<file path="src/rtl/mux_rx_pkg.sv">
package mux_rx_pkg;

  // receive word layout
  localparam int WORD_W    = 16;
  localparam int CHAR_W    = 8;
  localparam int BIT_VALID = 15;
  localparam int BIT_OVR   = 14;
  localparam int BIT_FRM   = 13;
  localparam int BIT_PAR   = 12;
  localparam int LINE_LSB  = 8;

  // per-line configuration layout
  localparam int CFG_W        = 10;
  localparam int CFG_SIZE_LSB = 0;
  localparam int CFG_STOP     = 2;
  localparam int CFG_PEN      = 3;
  localparam int CFG_PODD     = 4;
  localparam int CFG_BAUD_LSB = 5;
  localparam int CFG_BAUD_W   = 4;
  localparam int CFG_EN       = 9;
  localparam logic [CFG_BAUD_W-1:0] BAUD_RESERVED = 4'hF;
  localparam logic [CFG_W-1:0]      CFG_RESET     = 10'h1C3;

  // control-to-datapath strobes
  typedef struct packed {
    logic take;    // a holding slot is consumed this cycle
    logic push;    // consumed slot is written into the queue
    logic pop;     // head entry leaves the queue
    logic ovrTag;  // stored entry must carry the overrun flag
  } rx_strobe_t;

endpackage

</file>
<file path="src/rtl/mux_rx_ctrl.sv">
module mux_rx_ctrl
  import mux_rx_pkg::*;
#(
  parameter int NUM_LINES = 4,
  parameter int QDEPTH    = 64,
  localparam int LW = (NUM_LINES > 1) ? $clog2(NUM_LINES) : 1,
  localparam int AW = (QDEPTH > 1) ? $clog2(QDEPTH) : 1
) (
  input  logic                 clk,
  input  logic                 rst_n,
  input  logic [NUM_LINES-1:0] holdFull,
  input  logic                 bufRead,
  output rx_strobe_t           strb,
  output logic [LW-1:0]        selLine,
  output logic [AW-1:0]        wrPtr,
  output logic [AW-1:0]        rdPtr,
  output logic                 notEmpty
);

  logic [AW:0] count;
  logic        qFull;
  logic        ovrPend;
  logic        found;

  // fixed priority: lowest line index drains first
  always_comb begin
    selLine = '0;
    found   = 1'b0;
    for (int i = 0; i < NUM_LINES; i++) begin
      if (holdFull[i] && !found) begin
        selLine = LW'(i);
        found   = 1'b1;
      end
    end
  end

  assign qFull    = (count == (AW+1)'(QDEPTH));
  assign notEmpty = (count != '0);

  always_comb begin
    strb.take   = |holdFull;
    strb.push   = strb.take && !qFull;
    strb.pop    = bufRead && notEmpty;
    strb.ovrTag = ovrPend;
  end

  always_ff @(posedge clk) begin
    if (!rst_n) begin
      wrPtr   <= '0;
      rdPtr   <= '0;
      count   <= '0;
      ovrPend <= 1'b0;
    end else begin
      if (strb.push)
        wrPtr <= (wrPtr == AW'(QDEPTH-1)) ? '0 : wrPtr + 1'b1;
      if (strb.pop)
        rdPtr <= (rdPtr == AW'(QDEPTH-1)) ? '0 : rdPtr + 1'b1;
      case ({strb.push, strb.pop})
        2'b10:   count <= count + 1'b1;
        2'b01:   count <= count - 1'b1;
        default: count <= count;
      endcase
      if (strb.take && qFull)
        ovrPend <= 1'b1;
      else if (strb.push)
        ovrPend <= 1'b0;
    end
  end

endmodule

</file>
<file path="src/rtl/mux_rx_dp.sv">
module mux_rx_dp
  import mux_rx_pkg::*;
#(
  parameter int NUM_LINES = 4,
  parameter int QDEPTH    = 64,
  localparam int LW    = (NUM_LINES > 1) ? $clog2(NUM_LINES) : 1,
  localparam int AW    = (QDEPTH > 1) ? $clog2(QDEPTH) : 1,
  localparam int LPR_W = LW + CFG_W
) (
  input  logic                        clk,
  input  logic                        rst_n,
  input  logic [NUM_LINES-1:0]        rxValid,
  input  logic [NUM_LINES*CHAR_W-1:0] rxChar,
  input  logic [NUM_LINES-1:0]        rxFrameErr,
  input  logic [NUM_LINES-1:0]        rxParityErr,
  input  logic                        lprWrite,
  input  logic [LPR_W-1:0]            lprData,
  input  rx_strobe_t                  strb,
  input  logic [LW-1:0]               selLine,
  input  logic [AW-1:0]               wrPtr,
  input  logic [AW-1:0]               rdPtr,
  input  logic                        notEmpty,
  output logic [NUM_LINES-1:0]        holdFull,
  output logic [WORD_W-1:0]           bufWord,
  output logic [NUM_LINES*CFG_W-1:0]  lineCfg
);

  logic [CFG_W-1:0]  cfgReg   [NUM_LINES];
  logic [CHAR_W-1:0] holdChar [NUM_LINES];
  logic              holdFrm  [NUM_LINES];
  logic              holdPar  [NUM_LINES];
  logic              holdOvr  [NUM_LINES];
  logic [WORD_W-1:0] mem      [QDEPTH];
  logic [WORD_W-1:0] entry;

  for (genvar g = 0; g < NUM_LINES; g++) begin : g_line
    logic [CFG_W-1:0]  nextCfg;
    logic [CHAR_W-1:0] sizeMask;
    logic              takenHere;

    // reserved baud code keeps the previous rate
    always_comb begin
      nextCfg = lprData[LW +: CFG_W];
      if (nextCfg[CFG_BAUD_LSB +: CFG_BAUD_W] == BAUD_RESERVED)
        nextCfg[CFG_BAUD_LSB +: CFG_BAUD_W] = cfgReg[g][CFG_BAUD_LSB +: CFG_BAUD_W];
    end

    always_ff @(posedge clk) begin
      if (!rst_n)
        cfgReg[g] <= CFG_RESET;
      else if (lprWrite && (lprData[LW-1:0] == LW'(g)))
        cfgReg[g] <= nextCfg;
    end

    assign sizeMask  = 8'hFF >> (2'd3 - cfgReg[g][CFG_SIZE_LSB +: 2]);
    assign takenHere = strb.take && (selLine == LW'(g));

    always_ff @(posedge clk) begin
      if (!rst_n) begin
        holdFull[g] <= 1'b0;
        holdChar[g] <= '0;
        holdFrm[g]  <= 1'b0;
        holdPar[g]  <= 1'b0;
        holdOvr[g]  <= 1'b0;
      end else if (rxValid[g] && cfgReg[g][CFG_EN]) begin
        holdFull[g] <= 1'b1;
        holdChar[g] <= rxChar[g*CHAR_W +: CHAR_W] & sizeMask;
        holdFrm[g]  <= rxFrameErr[g];
        holdPar[g]  <= rxParityErr[g];
        holdOvr[g]  <= holdFull[g] && !takenHere;
      end else if (takenHere) begin
        holdFull[g] <= 1'b0;
      end
    end

    assign lineCfg[g*CFG_W +: CFG_W] = cfgReg[g];
  end

  always_comb begin
    entry                     = '0;
    entry[CHAR_W-1:0]         = holdChar[selLine];
    entry[LINE_LSB +: LW]     = selLine;
    entry[BIT_PAR]            = holdPar[selLine];
    entry[BIT_FRM]            = holdFrm[selLine];
    entry[BIT_OVR]            = holdOvr[selLine] | strb.ovrTag;
  end

  always_ff @(posedge clk) begin
    if (strb.push)
      mem[wrPtr] <= entry;
  end

  always_comb begin
    bufWord = '0;
    if (notEmpty) begin
      bufWord            = mem[rdPtr];
      bufWord[BIT_VALID] = 1'b1;
    end
  end

endmodule

</file>
<file path="src/rtl/mux_rx_queue.sv">
module mux_rx_queue
  import mux_rx_pkg::*;
#(
  parameter int NUM_LINES = 4,
  parameter int QDEPTH    = 64,
  localparam int LW    = (NUM_LINES > 1) ? $clog2(NUM_LINES) : 1,
  localparam int AW    = (QDEPTH > 1) ? $clog2(QDEPTH) : 1,
  localparam int LPR_W = LW + CFG_W
) (
  input  logic                        clk,
  input  logic                        rst_n,
  input  logic [NUM_LINES-1:0]        rxValid,
  input  logic [NUM_LINES*CHAR_W-1:0] rxChar,
  input  logic [NUM_LINES-1:0]        rxFrameErr,
  input  logic [NUM_LINES-1:0]        rxParityErr,
  input  logic                        lprWrite,
  input  logic [LPR_W-1:0]            lprData,
  input  logic                        bufRead,
  input  logic                        rxIntEn,
  output logic [WORD_W-1:0]           bufWord,
  output logic                        rxDone,
  output logic                        rxIrq,
  output logic [NUM_LINES*CFG_W-1:0]  lineCfg
);

  rx_strobe_t           strb;
  logic [LW-1:0]        selLine;
  logic [AW-1:0]        wrPtr;
  logic [AW-1:0]        rdPtr;
  logic                 notEmpty;
  logic [NUM_LINES-1:0] holdFull;

  mux_rx_ctrl #(.NUM_LINES(NUM_LINES), .QDEPTH(QDEPTH)) ctrl_i (
    .clk      (clk),
    .rst_n    (rst_n),
    .holdFull (holdFull),
    .bufRead  (bufRead),
    .strb     (strb),
    .selLine  (selLine),
    .wrPtr    (wrPtr),
    .rdPtr    (rdPtr),
    .notEmpty (notEmpty)
  );

  mux_rx_dp #(.NUM_LINES(NUM_LINES), .QDEPTH(QDEPTH)) dp_i (
    .clk         (clk),
    .rst_n       (rst_n),
    .rxValid     (rxValid),
    .rxChar      (rxChar),
    .rxFrameErr  (rxFrameErr),
    .rxParityErr (rxParityErr),
    .lprWrite    (lprWrite),
    .lprData     (lprData),
    .strb        (strb),
    .selLine     (selLine),
    .wrPtr       (wrPtr),
    .rdPtr       (rdPtr),
    .notEmpty    (notEmpty),
    .holdFull    (holdFull),
    .bufWord     (bufWord),
    .lineCfg     (lineCfg)
  );

  assign rxDone = notEmpty;
  assign rxIrq  = notEmpty && rxIntEn;

endmodule

</file>
<file path="config.mk">
export PLATFORM = sky130hd
export DESIGN_NAME = mux_rx_queue
export DESIGN_NICKNAME = d
export VERILOG_FILES = /design/src/rtl/mux_rx_pkg.sv /design/src/rtl/mux_rx_ctrl.sv /design/src/rtl/mux_rx_dp.sv /design/src/rtl/mux_rx_queue.sv
export SDC_FILE = /design/constraint.sdc
export NUM_CORES = 1
export LEC_CHECK = 0
export BUFFER_PORTS_ARGS = -buffer_cell sky130_fd_sc_hd__buf_2
export CAP_MARGIN = 5
export CORE_ASPECT_RATIO = 0.75
export CORE_MARGIN = 10
export CORE_UTILIZATION = 60
export CTS_CLUSTER_DIAMETER = 80
export DETAILED_ROUTE_END_ITERATION = 12
export GPL_ROUTABILITY_DRIVEN = 1
export MAX_ROUTING_LAYER = met4
export PLACE_DENSITY = 0.85
export SETUP_SLACK_MARGIN = 0.5
export SLEW_MARGIN = 20
export SYNTH_ARGS = -nofsm -noshare
export SYNTH_HDL_FRONTEND = slang
export SYNTH_SLANG_ARGS = --single-unit
</file>
<file path="constraint.sdc">
create_clock -name clk -period 8.2 [get_ports clk]
set_input_delay 0 -clock clk [delete_from_list [all_inputs] [get_ports clk]]
set_output_delay 0 -clock clk [all_outputs]
set_load 0.1 [all_outputs]
</file>
==> PnR_summary.wiki <==
{| class="wikitable"
! Metric !! Value
|-
| Final hold violation count || 0
|-
| Area added between synthesis and finish || 14.2%
|-
| WP data required || between 8 and 9 ns
|-
| First-iteration detailed-routing DRC count || about 3000
|-
| RSZ-0062 raised after global routing || false
|-
| Clk_skew || 0.0293 ns
|-
| Min Clock Period, post-route || 4.41 ns
|-
| Combined area of all synthesized cells || 37000 sq um
|-
| Setup slack after placement || about 4 ns
|-
| Final setup margin || between 3 and 4 ns
|-
| Transition at the pin with the smallest max-transition slack || 1.09 ns
|-
| Area inside the core boundary || approximately 61000 sq um
|-
| Number of gates given a new drive strength after cts || 0
|-
| Die outline width || roughly 310 um
|-
| Max-cap check violation count || 0
|-
| Global-route usage over all layers || approximately a quarter
|-
| Top-Level Pins || about 120
|-
| CP Buf/Inv Count || 2
|-
| F_max || between 0.2 and 0.25 GHz
|-
| Power density over cell area || ~290 nW/um^2
|-
| Metal2 WL || 45.7 mm
|-
| Worst Setup Path Type || reg2out
|-
| Total iterations of the first detailed-routing run || 6
|-
| Per-cell routed wire length || 31.7 um
|-
| Number of instances in the synthesized netlist || between 1500 and 2000
|-
| TritonCTS clock tree || built
|-
| Final Cycle Share || a little over half
|-
| Arrival time of data at the critical path endpoint || ~4.4 ns
|-
| Number of buffers on the longest clock path || 3
|-
| Number of distinct library cells after synthesis || 60
|-
| Met1 layer wirelength in the final routing || approximately 33 mm
|-
| Proportion of layout cells with a drive suffix above 1 || around 27%
|-
| Cell family with most CP delay || buffers and inverters
|-
| Fillers || ~3400
|-
| Number of antenna violations at the first check in global routing || 3
|-
| Setup crit start kind || register
|-
| Endpoint class of the critical path || primary output
|-
| Number of max-slew violations in the final report || 0
|-
| Clock latency on the worst-skew pair || approximately 0.65 ns
|-
| Clock transition at the registers of the reported paths || ~0.06 ns
|-
| Cell Int Power || 8580 uW
|-
| Number of enable flip-flop cells after synthesis || about 900
|-
| Reg-to-reg setup timing slack || around 3.9 ns
|-
| # nets final || between 2000 and 2500
|-
| Site row count || 78
|-
| Total design power || 12200 uW
|-
| Final weighted congestion of routability-driven global placement || 0.884
|-
| Htree depth || 3
|-
| Cell taking the most area after synthesis || sky130_fd_sc_hd__edfxtp_1
|-
| Via count of the first global-routing pass || roughly 20000
|-
| Clk sinks || between 900 and 1000
|-
| Worst relative slew slack || between 20% and 30%
|-
| Switching share of total power || around 30%
|-
| Share of the yosys chip area belonging to registers || 75.8%
|-
| HPWL Detailed || 48.6 mm
|-
| Leakage power total || 0.0134 uW
|-
| Starting Density || between 60% and 70%
|-
| Number of buffers created by CTS || 86
|-
| Combined flip-flop and latch cell area || 28100 sq um
|-
| Number of nets with antenna violations after detailed routing || 0
|-
| Highest routing layer actually used || met4
|-
| Floorplan die height || around 240 um
|-
| VDD IR max || 0.294 mV
|-
| Area share of the largest cell type after synthesis || 74.0%
|-
| Residual DRC || 0
|-
| Post-detailed-routing wire length || ~93 mm
|-
| Status || finished, final reports clean
|-
| Multi-input gate area in the final layout || roughly 9000 sq um
|-
| Total via count in the routed design || ~20000
|-
| Commonest non-fill, non-tap cell in the layout || sky130_fd_sc_hd__edfxtp_1
|-
| Crit-path max cell delay || ~0.98 ns
|-
| Yosys synthesis warning count || 0
|-
| Logic gate share of total power || 21.0%
|-
| Async set or reset register ratio after synthesis || 0%
|-
| Total Die Area || a little over 70000 sq um
|-
| Post-route worst hold slack || 0.186 ns
|-
| CP cell instances || buf_4 > mux2i_1 > a22oi_1 > nand2_1 > o22ai_1 > buf_2
|-
| Cell at the root of the clock tree || sky130_fd_sc_hd__clkbuf_16
|-
| Highest-count cells in the layout ignoring fill and taps || sky130_fd_sc_hd__edfxtp_1 (913), sky130_fd_sc_hd__mux4_2 (208), sky130_fd_sc_hd__buf_2 (116)
|-
| Wire length of the first global-routing pass || ~140 mm
|-
| Post-synthesis area per instance || between 20 and 25 sq um
|-
| Maximum fanout along the worst path || 56
|-
| Seq pwr share || a little under half
|-
| Share of power burned in the clock network || about 34%
|-
| Flip-flop and latch count after synthesis || between 900 and 1000
|-
| Largest net degree at the start of global routing || 138
|-
| Dominant cells by area after synthesis || sky130_fd_sc_hd__edfxtp_1 (74%), sky130_fd_sc_hd__mux4_2 (13%), sky130_fd_sc_hd__mux2i_1 (2.9%)
|-
| Gr ovfl total || 0
|-
| Ratio of routed vias to standard cells || a little under 7
|-
| Worst path slowest cell || sky130_fd_sc_hd__dfxtp_4
|-
| Hold/Removal Path Class || in2reg
|-
| Number of buffers inserted by port buffering || 116
|-
| Total of endpoints with negative setup slack in the final report || 0
|-
| Setup_tns || 0 ns
|-
| Net switching power || 3600 uW
|-
| Length of routed met3 wiring || about 11 mm
|-
| Most used flip-flop cell after synthesis || sky130_fd_sc_hd__edfxtp_1
|}
==> cell type report <==
cell class | count | area share, %
Timing Repair Buffer | 228 | 3.81
Sequential cell | 946 | 66.4
Antenna cell | 5 | 0.0296
Multi-Input combinational cell | 783 | 20.7
Inverter | 7 | 0.0621
Tap cell | 800 | 2.37
Clock buffer | 110 | 5.45
Clock inverter | 46 | 1.21
==> cell usage after synthesis (all sizes together), types with 9 or more instances <==
library cell  number
a21oi              9
a22oi             72
and2              51
and3              10
buf               49
clkbuf            55
dfxtp             33
edfxtp           913
mux2i            109
mux4             208
nand2             54
nand3             10
nor2             106
o21ai             26
o22ai             13
or3               18
==> flip-flops by register name (all words and copies together) (netlist names), named ones only <==
name,flops
ctrl_i.count,7
ctrl_i.ovrPend,1
ctrl_i.rdPtr,6
ctrl_i.wrPtr,6
dp_i.cfgReg,40
dp_i.holdChar,32
dp_i.holdFrm,4
dp_i.holdFull,4
dp_i.holdOvr,4
dp_i.holdPar,4
dp_i.mem,832
==> power by group through the flow <==
stage               clock, uW  combinational [uW]  sequential (uW)
global route             4290                2650             5540
CTS                      4080                2500             5530
global placement            0                2390             5620
floorplan                   0                1770             5700
finish                   4090                2550             5530
detailed placement          0                2440             5630
==> worst register-to-register path: cells and delay by family, from the launching register on <==
| kind | cells | cell delay (ns) |
|---|---|---|
| and+or+nand+nor | 3 | 0.56 |
| buffers and inverters | 1 | 0.24 |
| DFF | 1 | 0.90 |
| adders and majority gates | 2 | 0.70 |
| AOI/OAI and AO/OA | 4 | 1.55 |
| xor gates and xnor gates | 1 | 0.24 |
==> per-layer routing <==
metal | vias to the layer above | GRT usage [%]
met5 | - | -
met4 | 0 | 9.60
met3 | 261 | 5.52
met2 | 1630 | 41.2
met1 | 10199 | 34.5
li1 | 7958 | -
==> metrics by stage <==
step           instance area, sq um  std cells  utilization, %
4_1_cts                       42200       2920            69.4
3_3_place_gp                  38700       2698            63.7
5_1_grt                       42300       2923            69.6
2_1_floorplan                 37000       1840               -
6_report                      42300       2925            69.6
3_5_place_dp                  38700       2698            63.7
==> kinds of logic after synthesis <==
kind of cell	Yosys count	synth area share, %
compound gates	147	2.82
fa+ha+maj	4	0.135
mux	317	15.6
buf+inv	111	1.27
other cells	1	0.0101
simple gates	299	4.06
xor+xnor	13	0.307
flops	946	75.8
==> worst paths after layout <==
kind	startpoint	to	cells after the start
max reg2reg	dp_i.holdFull[1]$_SDFFE_PN0P_	ctrl_i.count[6]$_SDFFE_PN0P_	11
min	rxChar[24]	dp_i.holdChar[3][0]$_SDFFCE_PN0P_	3
max	register	bufWord[9]	6
min reg2reg	ctrl_i.ovrPend$_SDFFE_PN0P_	ctrl_i.ovrPend$_SDFFE_PN0P_	2
==> repair_timing <==
action | 4_1_cts | 5_1_grt
endpoints found under the setup margin | 0 | 0
hold endpoints to repair | 107 | 0
hold buffers | 66 | 0
setup buffers | 0 | 0
Note: power is estimated with default switching activity, not from simulation.
